==> src/rtl/rfsh_pkg.sv <==
package rfsh_pkg;
   typedef enum logic [1:0] {
      PH_PAUSE = 2'd0,
      PH_INIT  = 2'd1,
      PH_RUN   = 2'd2
   } phase_t;

   typedef enum logic [2:0] {
      SQ_IDLE = 3'd0,
      SQ_LEAD = 3'd1,
      SQ_HOLD = 3'd2,
      SQ_TAIL = 3'd3,
      SQ_PRE  = 3'd4
   } seq_t;
endpackage

==> src/rtl/cbr_strobe_seq.sv <==
module cbr_strobe_seq
   import rfsh_pkg::*;
#(
   parameter int NUM_RANKS   = 2,
   parameter int NUM_CAS     = 4,
   parameter int CSR_CYC     = 1,
   parameter int CHR_CYC     = 1,
   parameter int RAS_LOW_CYC = 6,
   parameter int RP_CYC      = 4
) (
   input  logic                 clk,
   input  logic                 rst_n,
   input  logic                 start,
   output logic                 busy,
   output logic [NUM_RANKS-1:0] ras_n,
   output logic [NUM_CAS-1:0]   cas_n
);
   localparam int TAIL_CYC = RAS_LOW_CYC - CHR_CYC;
   localparam int MAX_LEN  = (CSR_CYC > RAS_LOW_CYC) ?
                             ((CSR_CYC > RP_CYC) ? CSR_CYC : RP_CYC) :
                             ((RAS_LOW_CYC > RP_CYC) ? RAS_LOW_CYC : RP_CYC);
   localparam int CW = $clog2(MAX_LEN + 1);

   seq_t          state;
   logic [CW-1:0] cnt;
   logic          row_low;
   logic          col_low;

   always_ff @(posedge clk) begin
      if (!rst_n) begin
         state <= SQ_IDLE;
         cnt   <= '0;
      end else begin
         case (state)
            SQ_IDLE: if (start) begin
               state <= SQ_LEAD;
               cnt   <= CW'(CSR_CYC - 1);
            end
            SQ_LEAD: if (cnt == '0) begin
               state <= SQ_HOLD;
               cnt   <= CW'(CHR_CYC - 1);
            end else cnt <= cnt - 1'b1;
            SQ_HOLD: if (cnt == '0) begin
               state <= SQ_TAIL;
               cnt   <= CW'(TAIL_CYC - 1);
            end else cnt <= cnt - 1'b1;
            SQ_TAIL: if (cnt == '0) begin
               state <= SQ_PRE;
               cnt   <= CW'(RP_CYC - 1);
            end else cnt <= cnt - 1'b1;
            SQ_PRE: if (cnt == '0) begin
               state <= SQ_IDLE;
               cnt   <= '0;
            end else cnt <= cnt - 1'b1;
            default: begin
               state <= SQ_IDLE;
               cnt   <= '0;
            end
         endcase
      end
   end

   assign busy    = (state != SQ_IDLE);
   assign row_low = (state == SQ_HOLD) || (state == SQ_TAIL);
   assign col_low = (state == SQ_LEAD) || (state == SQ_HOLD);

   for (genvar r = 0; r < NUM_RANKS; r++) begin : g_rank
      assign ras_n[r] = ~row_low;
   end
   for (genvar c = 0; c < NUM_CAS; c++) begin : g_lane
      assign cas_n[c] = ~col_low;
   end
endmodule

==> src/rtl/rfsh_interval.sv <==
module rfsh_interval #(
   parameter int INTERVAL_STD = 1560,
   parameter int INTERVAL_LP  = 6240,
   parameter bit LOW_POWER    = 1'b0
) (
   input  logic clk,
   input  logic rst_n,
   input  logic en,
   output logic tick
);
   localparam int LIMIT = LOW_POWER ? INTERVAL_LP : INTERVAL_STD;
   localparam int TW    = $clog2(LIMIT + 1);

   logic [TW-1:0] cnt;
   logic          wrap;

   assign wrap = (cnt == TW'(LIMIT - 1));

   always_ff @(posedge clk) begin
      if (!rst_n)      cnt <= '0;
      else if (!en)    cnt <= '0;
      else if (wrap)   cnt <= '0;
      else             cnt <= cnt + 1'b1;
   end

   assign tick = en && wrap;
endmodule

==> src/rtl/rfsh_credit.sv <==
module rfsh_credit #(
   parameter int MAX_PEND = 8
) (
   input  logic                         clk,
   input  logic                         rst_n,
   input  logic                         add,
   input  logic                         take,
   output logic [$clog2(MAX_PEND+1)-1:0] count,
   output logic                         full
);
   localparam int KW = $clog2(MAX_PEND + 1);

   always_ff @(posedge clk) begin
      if (!rst_n) begin
         count <= '0;
      end else begin
         case ({add, take})
            2'b10:   if (!full) count <= count + 1'b1;
            2'b01:   count <= count - 1'b1;
            default: count <= count;
         endcase
      end
   end

   assign full = (count == KW'(MAX_PEND));
endmodule

==> src/rtl/cbr_refresh_sched.sv <==
module cbr_refresh_sched
   import rfsh_pkg::*;
#(
   parameter int NUM_RANKS    = 2,
   parameter int NUM_CAS      = 4,
   parameter int STARTUP_CYC  = 20000,
   parameter int INIT_BURST   = 8,
   parameter int INTERVAL_STD = 1560,
   parameter int INTERVAL_LP  = 6240,
   parameter bit LOW_POWER    = 1'b0,
   parameter int CSR_CYC      = 1,
   parameter int CHR_CYC      = 1,
   parameter int RAS_LOW_CYC  = 6,
   parameter int RP_CYC       = 4,
   parameter int MIN_RC_CYC   = 11,
   parameter int MAX_PEND     = 8
) (
   input  logic                 clk,
   input  logic                 rst_n,
   input  logic                 ref_gnt,
   output logic                 ref_req,
   output logic                 ref_urgent,
   output logic                 ref_busy,
   output logic                 init_done,
   output logic [NUM_RANKS-1:0] ras_n,
   output logic [NUM_CAS-1:0]   cas_n,
   output logic                 we_n
);
   localparam int PW = $clog2(STARTUP_CYC + 1);
   localparam int IW = $clog2(INIT_BURST + 1);
   localparam int KW = $clog2(MAX_PEND + 1);

   if (CSR_CYC < 1 || CHR_CYC < 1 || RP_CYC < 1) begin : g_bad_phase
      $error("every strobe phase needs at least one cycle");
   end
   if (RAS_LOW_CYC <= CHR_CYC) begin : g_bad_hold
      $error("row-low time must exceed the column hold time");
   end
   if (CSR_CYC + RAS_LOW_CYC + RP_CYC < MIN_RC_CYC) begin : g_bad_rc
      $error("refresh cycle shorter than the minimum cycle time");
   end
   if (STARTUP_CYC < 1 || INIT_BURST < 1 || MAX_PEND < 1) begin : g_bad_cnt
      $error("pause, burst and credit limit must be positive");
   end
   if (INTERVAL_STD < 2 || INTERVAL_LP < 2) begin : g_bad_intv
      $error("refresh intervals must be at least two cycles");
   end

   phase_t          phase;
   logic [PW-1:0]   pause_cnt;
   logic [IW-1:0]   init_left;
   logic            seq_busy;
   logic            seq_start;
   logic            grant_take;
   logic            tick;
   logic [KW-1:0]   credits;
   logic            credit_full;

   always_ff @(posedge clk) begin
      if (!rst_n) begin
         phase     <= PH_PAUSE;
         pause_cnt <= '0;
         init_left <= IW'(INIT_BURST);
      end else begin
         case (phase)
            PH_PAUSE: begin
               if (pause_cnt == PW'(STARTUP_CYC - 1)) phase <= PH_INIT;
               else pause_cnt <= pause_cnt + 1'b1;
            end
            PH_INIT: begin
               if (!seq_busy) begin
                  if (init_left == '0) phase <= PH_RUN;
                  else init_left <= init_left - 1'b1;
               end
            end
            default: phase <= PH_RUN;
         endcase
      end
   end

   assign init_done  = (phase == PH_RUN);
   assign ref_req    = init_done && (credits != '0) && !seq_busy;
   assign grant_take = ref_req && ref_gnt;
   assign seq_start  = ((phase == PH_INIT) && !seq_busy && (init_left != '0))
                       || grant_take;
   assign ref_urgent = init_done && credit_full;
   assign ref_busy   = seq_busy;
   assign we_n       = 1'b1;

   rfsh_interval #(
      .INTERVAL_STD (INTERVAL_STD),
      .INTERVAL_LP  (INTERVAL_LP),
      .LOW_POWER    (LOW_POWER)
   ) u_interval (
      .clk   (clk),
      .rst_n (rst_n),
      .en    (init_done),
      .tick  (tick)
   );

   rfsh_credit #(
      .MAX_PEND (MAX_PEND)
   ) u_credit (
      .clk   (clk),
      .rst_n (rst_n),
      .add   (tick),
      .take  (grant_take),
      .count (credits),
      .full  (credit_full)
   );

   cbr_strobe_seq #(
      .NUM_RANKS   (NUM_RANKS),
      .NUM_CAS     (NUM_CAS),
      .CSR_CYC     (CSR_CYC),
      .CHR_CYC     (CHR_CYC),
      .RAS_LOW_CYC (RAS_LOW_CYC),
      .RP_CYC      (RP_CYC)
   ) u_seq (
      .clk   (clk),
      .rst_n (rst_n),
      .start (seq_start),
      .busy  (seq_busy),
      .ras_n (ras_n),
      .cas_n (cas_n)
   );
endmodule

==> config.mk <==
export PLATFORM = sky130hd
export DESIGN_NAME = cbr_refresh_sched
export DESIGN_NICKNAME = d
export VERILOG_FILES = /design/src/rtl/rfsh_pkg.sv /design/src/rtl/cbr_strobe_seq.sv /design/src/rtl/rfsh_interval.sv /design/src/rtl/rfsh_credit.sv /design/src/rtl/cbr_refresh_sched.sv
export SDC_FILE = /design/constraint.sdc
export NUM_CORES = 1
export LEC_CHECK = 0
export CAP_MARGIN = 0
export CORE_MARGIN = 5
export CORE_UTILIZATION = 65
export CTS_BUF_LIST = sky130_fd_sc_hd__clkbuf_4
export DETAILED_ROUTE_END_ITERATION = 8
export DONT_BUFFER_PORTS = 1
export PLACE_DENSITY = 0.9
export SETUP_SLACK_MARGIN = 0.4
export SYNTH_ARGS = -nofsm -noshare
export SYNTH_HDL_FRONTEND = slang
export SYNTH_HIERARCHICAL = 1
export SYNTH_SLANG_ARGS = --single-unit
==> constraint.sdc <==
create_clock -name clk -period 3.24 [get_ports clk]
set_input_delay 0.162 -clock clk [delete_from_list [all_inputs] [get_ports clk]]
set_output_delay 0.162 -clock clk [all_outputs]
set_load 0.005 [all_outputs]
==> impl_metrics.env, run 1 <==
export IMPL_status="finished clean"
export IMPL_p_sw_frac=0.222
export IMPL_clock_latency_ns=0.35
export IMPL_crit_chain="or3_4 > nor3b_2 > and2_1 > nand2b_1 > xnor2_1 > ha_1 > nor4b_1 > a31oi_1 > mux2i_1"
export IMPL_combPwrFrac=0.024
export IMPL_final_common_cell="dfxtp_1"
export IMPL_worstMarginPinSlew_ns=0.950
export IMPL_power_leakage_nw=0.786
export IMPL_setup_viol=0
export IMPL_core_area_um2=3360
export IMPL_synth_edf_count=0
export IMPL_synthCells=266
export IMPL_r2r_start="u_seq/state[2]$_SDFFE_PN0P_"
export IMPL_via_per_inst=6.04
export IMPL_gr_total_overflow=0
export IMPL_hold_violations=0
export IMPL_multi_input_area_um2=1300
export IMPL_num_rows=21
export IMPL_path_max_fanout=14
export IMPL_cp_num_buf_inv=0
export IMPL_cts_num_sinks=42
export IMPL_setup_tns_ns=0
export IMPL_cp_end_kind="flop"
export IMPL_skew_ns=0.0126
export IMPL_synth_seq_cells=42
export IMPL_required_ns=3.49
export IMPL_cts_buffers=5
export IMPL_startpoint_type="flop"
export IMPL_slew_headroom=0.365
export IMPL_synth_seq_area_share=0.370
export IMPL_clkPwrFrac=0.317
export IMPL_synthesis_area_um2=2270
export IMPL_max_freq_mhz=389
export IMPL_firstDrtPassIters=4
export IMPL_grt_total_usage=0.181
export IMPL_gp_congestion=0.829
export IMPL_synthToLayoutAreaGrowth_pct=2.20
export IMPL_ys_flop_type="dfxtp_1"
export IMPL_die_height_um=69.1
export IMPL_hold_ws_ns=0.0287
export IMPL_grt_pass1_vias=1694
export IMPL_ant_nets=0
export IMPL_cp_slowest_cell="or3_4"
export IMPL_p_switching_w=0.000176
export IMPL_synthDistinctLibCells=57
export IMPL_critPathArrivalTime_ns=2.81
export IMPL_drt_initial_drc_count=80
export IMPL_fin_crit_ns=2.57
export IMPL_htreeDepth=2
export IMPL_criticalPathCategory="flop to flop"
export IMPL_hp_start="rst_n"
export IMPL_reg2reg_slack_ns=0.67
export IMPL_totalWireLength_um=4220
export IMPL_die_area_um2=4780
export IMPL_cts_max_path_buffers=2
export IMPL_syn_nets=273
export IMPL_p_int_w=0.000616
export IMPL_final_cell_mix="42 x dfxtp_1, 23 x nand2_1, 19 x nor2_1"
export IMPL_wl_per_cell_um=13.6
export IMPL_fillers=282
export IMPL_die_w_um=69.1
export IMPL_cp_startpoint="u_seq/state[2]$_SDFFE_PN0P_"
export IMPL_grt_max_degree=28
export IMPL_reg2reg_to="u_credit/count[2]$_SDFFE_PN0P_"
export IMPL_io_pins=14
export IMPL_critPathMaxStageDelay_ns=0.48
export IMPL_drv_cap=0
export IMPL_p_total_w=0.000792
export IMPL_avgSynthCellArea_um2=8.54
export IMPL_cts_setup_buffers=0
export IMPL_async_flop_share=0
export IMPL_hold_path_class="input pin to flop"
export IMPL_worstRegToRegCells=9
export IMPL_antennaDiodeCount=0
export IMPL_start_util=0.675
export IMPL_seqPwrFrac=0.660
export IMPL_path_depth=9
export IMPL_final_nets=270
export IMPL_ir_worst_vdd_v=0.000320
export IMPL_antenna_found_initial=0
export IMPL_critPathCapture="u_credit/count[2]$_SDFFE_PN0P_"
export IMPL_vias=1871
export IMPL_finalCritPeriodShare=0.793
export IMPL_drive_gt1_frac=0.0985
export IMPL_cp_top_family="simple AND/OR/NAND/NOR gates"
export IMPL_cts_tree="built"
export IMPL_maxSlewViolCount=0
export IMPL_power_density_nw_per_um2=341
export IMPL_path_clk_slew_ns=0.11
export IMPL_ys_warn_count=6
export IMPL_rsz0062_at_grt="no"
export IMPL_ctsRootBufferMaster="clkbuf_4"
export IMPL_drc=0
export IMPL_grt_pass1_wl_um=7260
export IMPL_portBuffers=0
export IMPL_seqCellArea_um2=841
export IMPL_place_detailed_hpwl_um=2960
[metrics by stage]
stage	area (µm²)	utilization	instances	setup slack [ns]
2_1_floorplan	2270	-	266	0.854
3_3_place_gp	2250	0.670	301	0.702
3_5_place_dp	2250	0.670	301	0.610
4_1_cts	2320	0.689	310	0.589
5_1_grt	2320	0.690	310	0.448
6_report	2320	0.690	310	0.672
[synthesized netlist by cell type (all sizes together), types with 4 or more instances]
master | number | area, µm²
a21oi | 16 | 80.1
and2 | 6 | 38.8
buf | 9 | 76.3
clkbuf | 4 | 15.0
dfxtp | 42 | 841
ha | 4 | 50.1
inv | 11 | 41.3
mux2i | 4 | 40.0
nand2 | 23 | 86.3
nand2b | 8 | 50.1
nand3 | 16 | 80.1
nand4 | 7 | 58.8
nor2 | 21 | 88.8
nor3 | 7 | 40.0
nor3b | 6 | 45.0
o21ai | 14 | 70.1
o22ai | 4 | 25.0
o31ai | 4 | 30.0
or3 | 8 | 55.1
xnor2 | 4 | 35.0
xor2 | 7 | 61.3
[cell type report]
class	count	area share
flip-flops and latches	42	0.362
repair buffers	3	0.0108
clock inverters	2	0.00377
clock buffers	6	0.0194
inverters	11	0.0178
well taps	46	0.0248
multi-input cells	200	0.561
[timing repair]
item | 4_1_cts | 5_1_grt
gates resized for setup | 0 | 1
endpoints found under the hold margin | 18 | 0
setup endpoints to repair | 0 | 1
hold buffers | 1 | 0
[worst register-to-register path: cells and delay by family (launching register included)]
family,cells,cell delay [ns]
compound gates,1,0.11
xor+xnor,1,0.15
fa+ha+maj,1,0.20
flops,1,0.44
mux,1,0.13
simple gates,5,1.45
[how the worst min path moves through the flow]
stage | endpoint | slack [ns] | depth (start not counted)
floorplan | u_seq/cnt[0]$_SDFFE_PN0P_ | 0.28 | 2
global placement | init_left[3]$_SDFFE_PN1P_ | 0.23 | 1
detailed placement | init_left[3]$_SDFFE_PN1P_ | 0.24 | 1
CTS | u_interval/cnt[1]$_SDFF_PP0_ | 0.02 | 2
global route | u_interval/cnt[6]$_SDFF_PP0_ | 0.02 | 2
finish | u_interval/cnt[1]$_SDFF_PP0_ | 0.03 | 2
[registers in the layout (all words and copies together), names as in the netlist]
| name | cells |
|---|---|
| phase | 2 |
| pause_cnt | 15 |
| u_seq/state | 3 |
| u_credit/count | 4 |
| u_interval/cnt | 11 |
| u_seq/cnt | 3 |
| init_left | 4 |
[power by group through the flow]
| stage | logic [W] | clock network, W | registers, W |
|---|---|---|---|
| after floorplan | 0.0000134 | 0 | 0.000533 |
| after global routing | 0.0000212 | 0.000291 | 0.000524 |
| after CTS | 0.0000186 | 0.000260 | 0.000523 |
| after detailed placement | 0.0000128 | 0 | 0.000534 |
| after global placement | 0.0000124 | 0 | 0.000534 |
| final | 0.0000187 | 0.000251 | 0.000523 |
[routing by layer]
metal | track usage | routed length, µm | up-vias
li1 | - | - | 952
met1 | 0.218 | 1900 | 866
met2 | 0.296 | 2000 | 45
met3 | 0.0509 | 240 | 8
met4 | 0.0868 | 78 | 0
met5 | 0 | 0 | -
[logic make-up after synthesis]
group | Yosys count | share of synthesized area
compound gates | 54 | 0.161
mux | 4 | 0.0176
flops | 42 | 0.370
xor+xnor | 11 | 0.0424
buf+inv | 24 | 0.0584
other cells | 1 | 0.00165
simple gates | 126 | 0.327
fa+ha+maj | 4 | 0.0220
(Power assumes the default switching activity.)
==> inputs of run 2 (changes only) <==
==> constraint.sdc (replaced) <==
create_clock -name clk -period 2.6 [get_ports clk]
set_input_delay 0.13 -clock clk [delete_from_list [all_inputs] [get_ports clk]]
set_output_delay 0.13 -clock clk [all_outputs]
set_load 0.005 [all_outputs]
==> run 2 against run 1 <==
  * Count of clock-buffer cells in the layout grew 1
  * Clock skew shrank 0.0020 ns
  * Via count grew 0.43%
  * Setup slack lost 0.26 ns
  * Sequential power grew 24%
==> impl_metrics.env, run 2 (synthesis gave the netlist of run 1 again) <==
export IMPL_p_int_w=0.000777
export IMPL_grt_total_usage=0.193
export IMPL_worstRegToRegCells=8
export IMPL_die_w_um=69.1
export IMPL_skew_ns=0.0106
export IMPL_cts_buffers=5
export IMPL_largest_reg_flops=15
export IMPL_fin_crit_ns=2.19
export IMPL_criticalPathCategory="flop to flop"
export IMPL_clkPwrFrac=0.321
export IMPL_setup_viol=0
export IMPL_gp_congestion=0.852
export IMPL_via_per_inst=5.97
export IMPL_cts_tree="built"
export IMPL_power_leakage_nw=0.832
export IMPL_critPathArrivalTime_ns=2.47
export IMPL_grt_pass1_wl_um=7860
export IMPL_regMostFlops="pause_cnt"
export IMPL_vias=1879
export IMPL_whs_path_depth=2
export IMPL_htreeDepth=2
export IMPL_detailed_place_area_um2=2300
export IMPL_p_switching_w=0.000212
export IMPL_final_cell_mix="40 x dfxtp_1, 23 x nand2_1, 19 x nor2_1"
export IMPL_portBuffers=0
export IMPL_synthToLayoutAreaGrowth_pct=6.56
export IMPL_grt_max_degree=28
export IMPL_seqCellArea_um2=846
export IMPL_startpoint_type="flop"
export IMPL_path_max_fanout=4
export IMPL_status="finished clean"
export IMPL_combPwrFrac=0.023
export IMPL_stdcell_area_um2=2420
export IMPL_drc=0
export IMPL_ant_nets=0
export IMPL_layoutNonFillerInstCount=315
export IMPL_ctsRootBufferMaster="clkbuf_4"
export IMPL_hold_violations=0
export IMPL_num_rows=21
export IMPL_start_util=0.675
export IMPL_firstDrtPassIters=4
export IMPL_cp_end_kind="flop"
export IMPL_drt_initial_drc_count=113
export IMPL_die_height_um=69.1
export IMPL_ir_worst_vdd_v=0.000298
export IMPL_cts_max_path_buffers=2
export IMPL_rsz0062_at_grt="yes"
export IMPL_final_nets=276
export IMPL_maxSlewViolCount=0
export IMPL_totalWireLength_um=4410
export IMPL_antennaDiodeCount=0
export IMPL_place_detailed_hpwl_um=3010
export IMPL_placedCellCount=305
export IMPL_hold_path_class="input pin to flop"
export IMPL_finalCritPeriodShare=0.842
export IMPL_die_area_um2=4780
export IMPL_final_common_cell="dfxtp_1"
export IMPL_core_area_um2=3360
export IMPL_path_clk_slew_ns=0.11
export IMPL_required_ns=2.88
export IMPL_worstMarginPinSlew_ns=0.916
export IMPL_cts_num_sinks=42
export IMPL_io_pins=14
export IMPL_setup_tns_ns=0
export IMPL_gr_total_overflow=0
export IMPL_slew_headroom=0.387
export IMPL_multi_input_area_um2=1350
export IMPL_power_density_nw_per_um2=409
export IMPL_drive_gt1_frac=0.156
export IMPL_hold_ws_ns=0.0112
export IMPL_antenna_found_initial=0
export IMPL_seqPwrFrac=0.656
export IMPL_drv_cap=0
export IMPL_fillers=272
export IMPL_max_freq_mhz=457
export IMPL_grt_pass1_vias=1766
export IMPL_p_sw_frac=0.215
export IMPL_wl_per_cell_um=14.0
export IMPL_top_regs="pause_cnt x15, u_interval/cnt x11"
export IMPL_clock_latency_ns=0.35
-- run 2: worst max-delay path, stage by stage (launching register included) --
cell      delay [ns]
dfxtp_2         0.35
or4b_4          0.55
nor4_4          0.25
nand2b_4        0.18
xnor2_1         0.12
ha_2            0.21
nor4b_2         0.05
a31oi_1         0.21
mux2i_1         0.19
-- run 2: final timing paths --
kind / start / endpoint / slack (ns)
setup / recovery: u_interval/cnt[6]$_SDFF_PP0_ / u_credit/count[2]$_SDFFE_PN0P_ / 0.41
hold / removal: rst_n / u_interval/cnt[6]$_SDFF_PP0_ / 0.01
setup reg to reg: u_interval/cnt[6]$_SDFF_PP0_ / u_credit/count[2]$_SDFFE_PN0P_ / 0.41
hold reg to reg: u_interval/cnt[0]$_SDFF_PP0_ / u_interval/cnt[0]$_SDFF_PP0_ / 0.47
-- run 2: through the flow --
| stage | worst slack (ns) | utilization | power [W] |
|---|---|---|---|
| after floorplan | 0.403 | - | 0.000681 |
| after global placement | 0.371 | 0.683 | 0.000681 |
| after detailed placement | 0.269 | 0.683 | 0.000681 |
| after CTS | 0.409 | 0.719 | 0.000997 |
| after global routing | 0.272 | 0.719 | 0.00104 |
| final | 0.412 | 0.719 | 0.000990 |
-- run 2: power by group through the flow --
stage	logic, W	clock network [W]	registers, W
finish	0.0000228	0.000317	0.000650
global route	0.0000273	0.000357	0.000652
CTS	0.0000229	0.000324	0.000651
detailed placement	0.0000159	0	0.000665
global placement	0.0000153	0	0.000665
floorplan	0.0000168	0	0.000665
-- run 2: per-layer routing --
| metal | GRT usage | routed length, µm | vias up |
|---|---|---|---|
| met5 | 0 | 0 | - |
| met4 | 0.0564 | 62 | 0 |
| met3 | 0.0610 | 209 | 5 |
| met2 | 0.311 | 2100 | 29 |
| met1 | 0.247 | 2040 | 878 |
| li1 | - | - | 967 |
-- run 2: layout make-up --
type,instances,share of cell area
well taps,46,0.0238
inverters,11,0.0171
flip-flops and latches,42,0.350
multi-input cells,200,0.559
repair buffers,9,0.0290
clock buffers,7,0.0217
-- run 2: timing repair --
item,in CTS,in global routing
setup endpoints to repair,1,1
hold buffers,1,0
pin swaps,5,1
gates resized for setup,9,1
buffers inserted,2,0
endpoints found under the hold margin,18,0
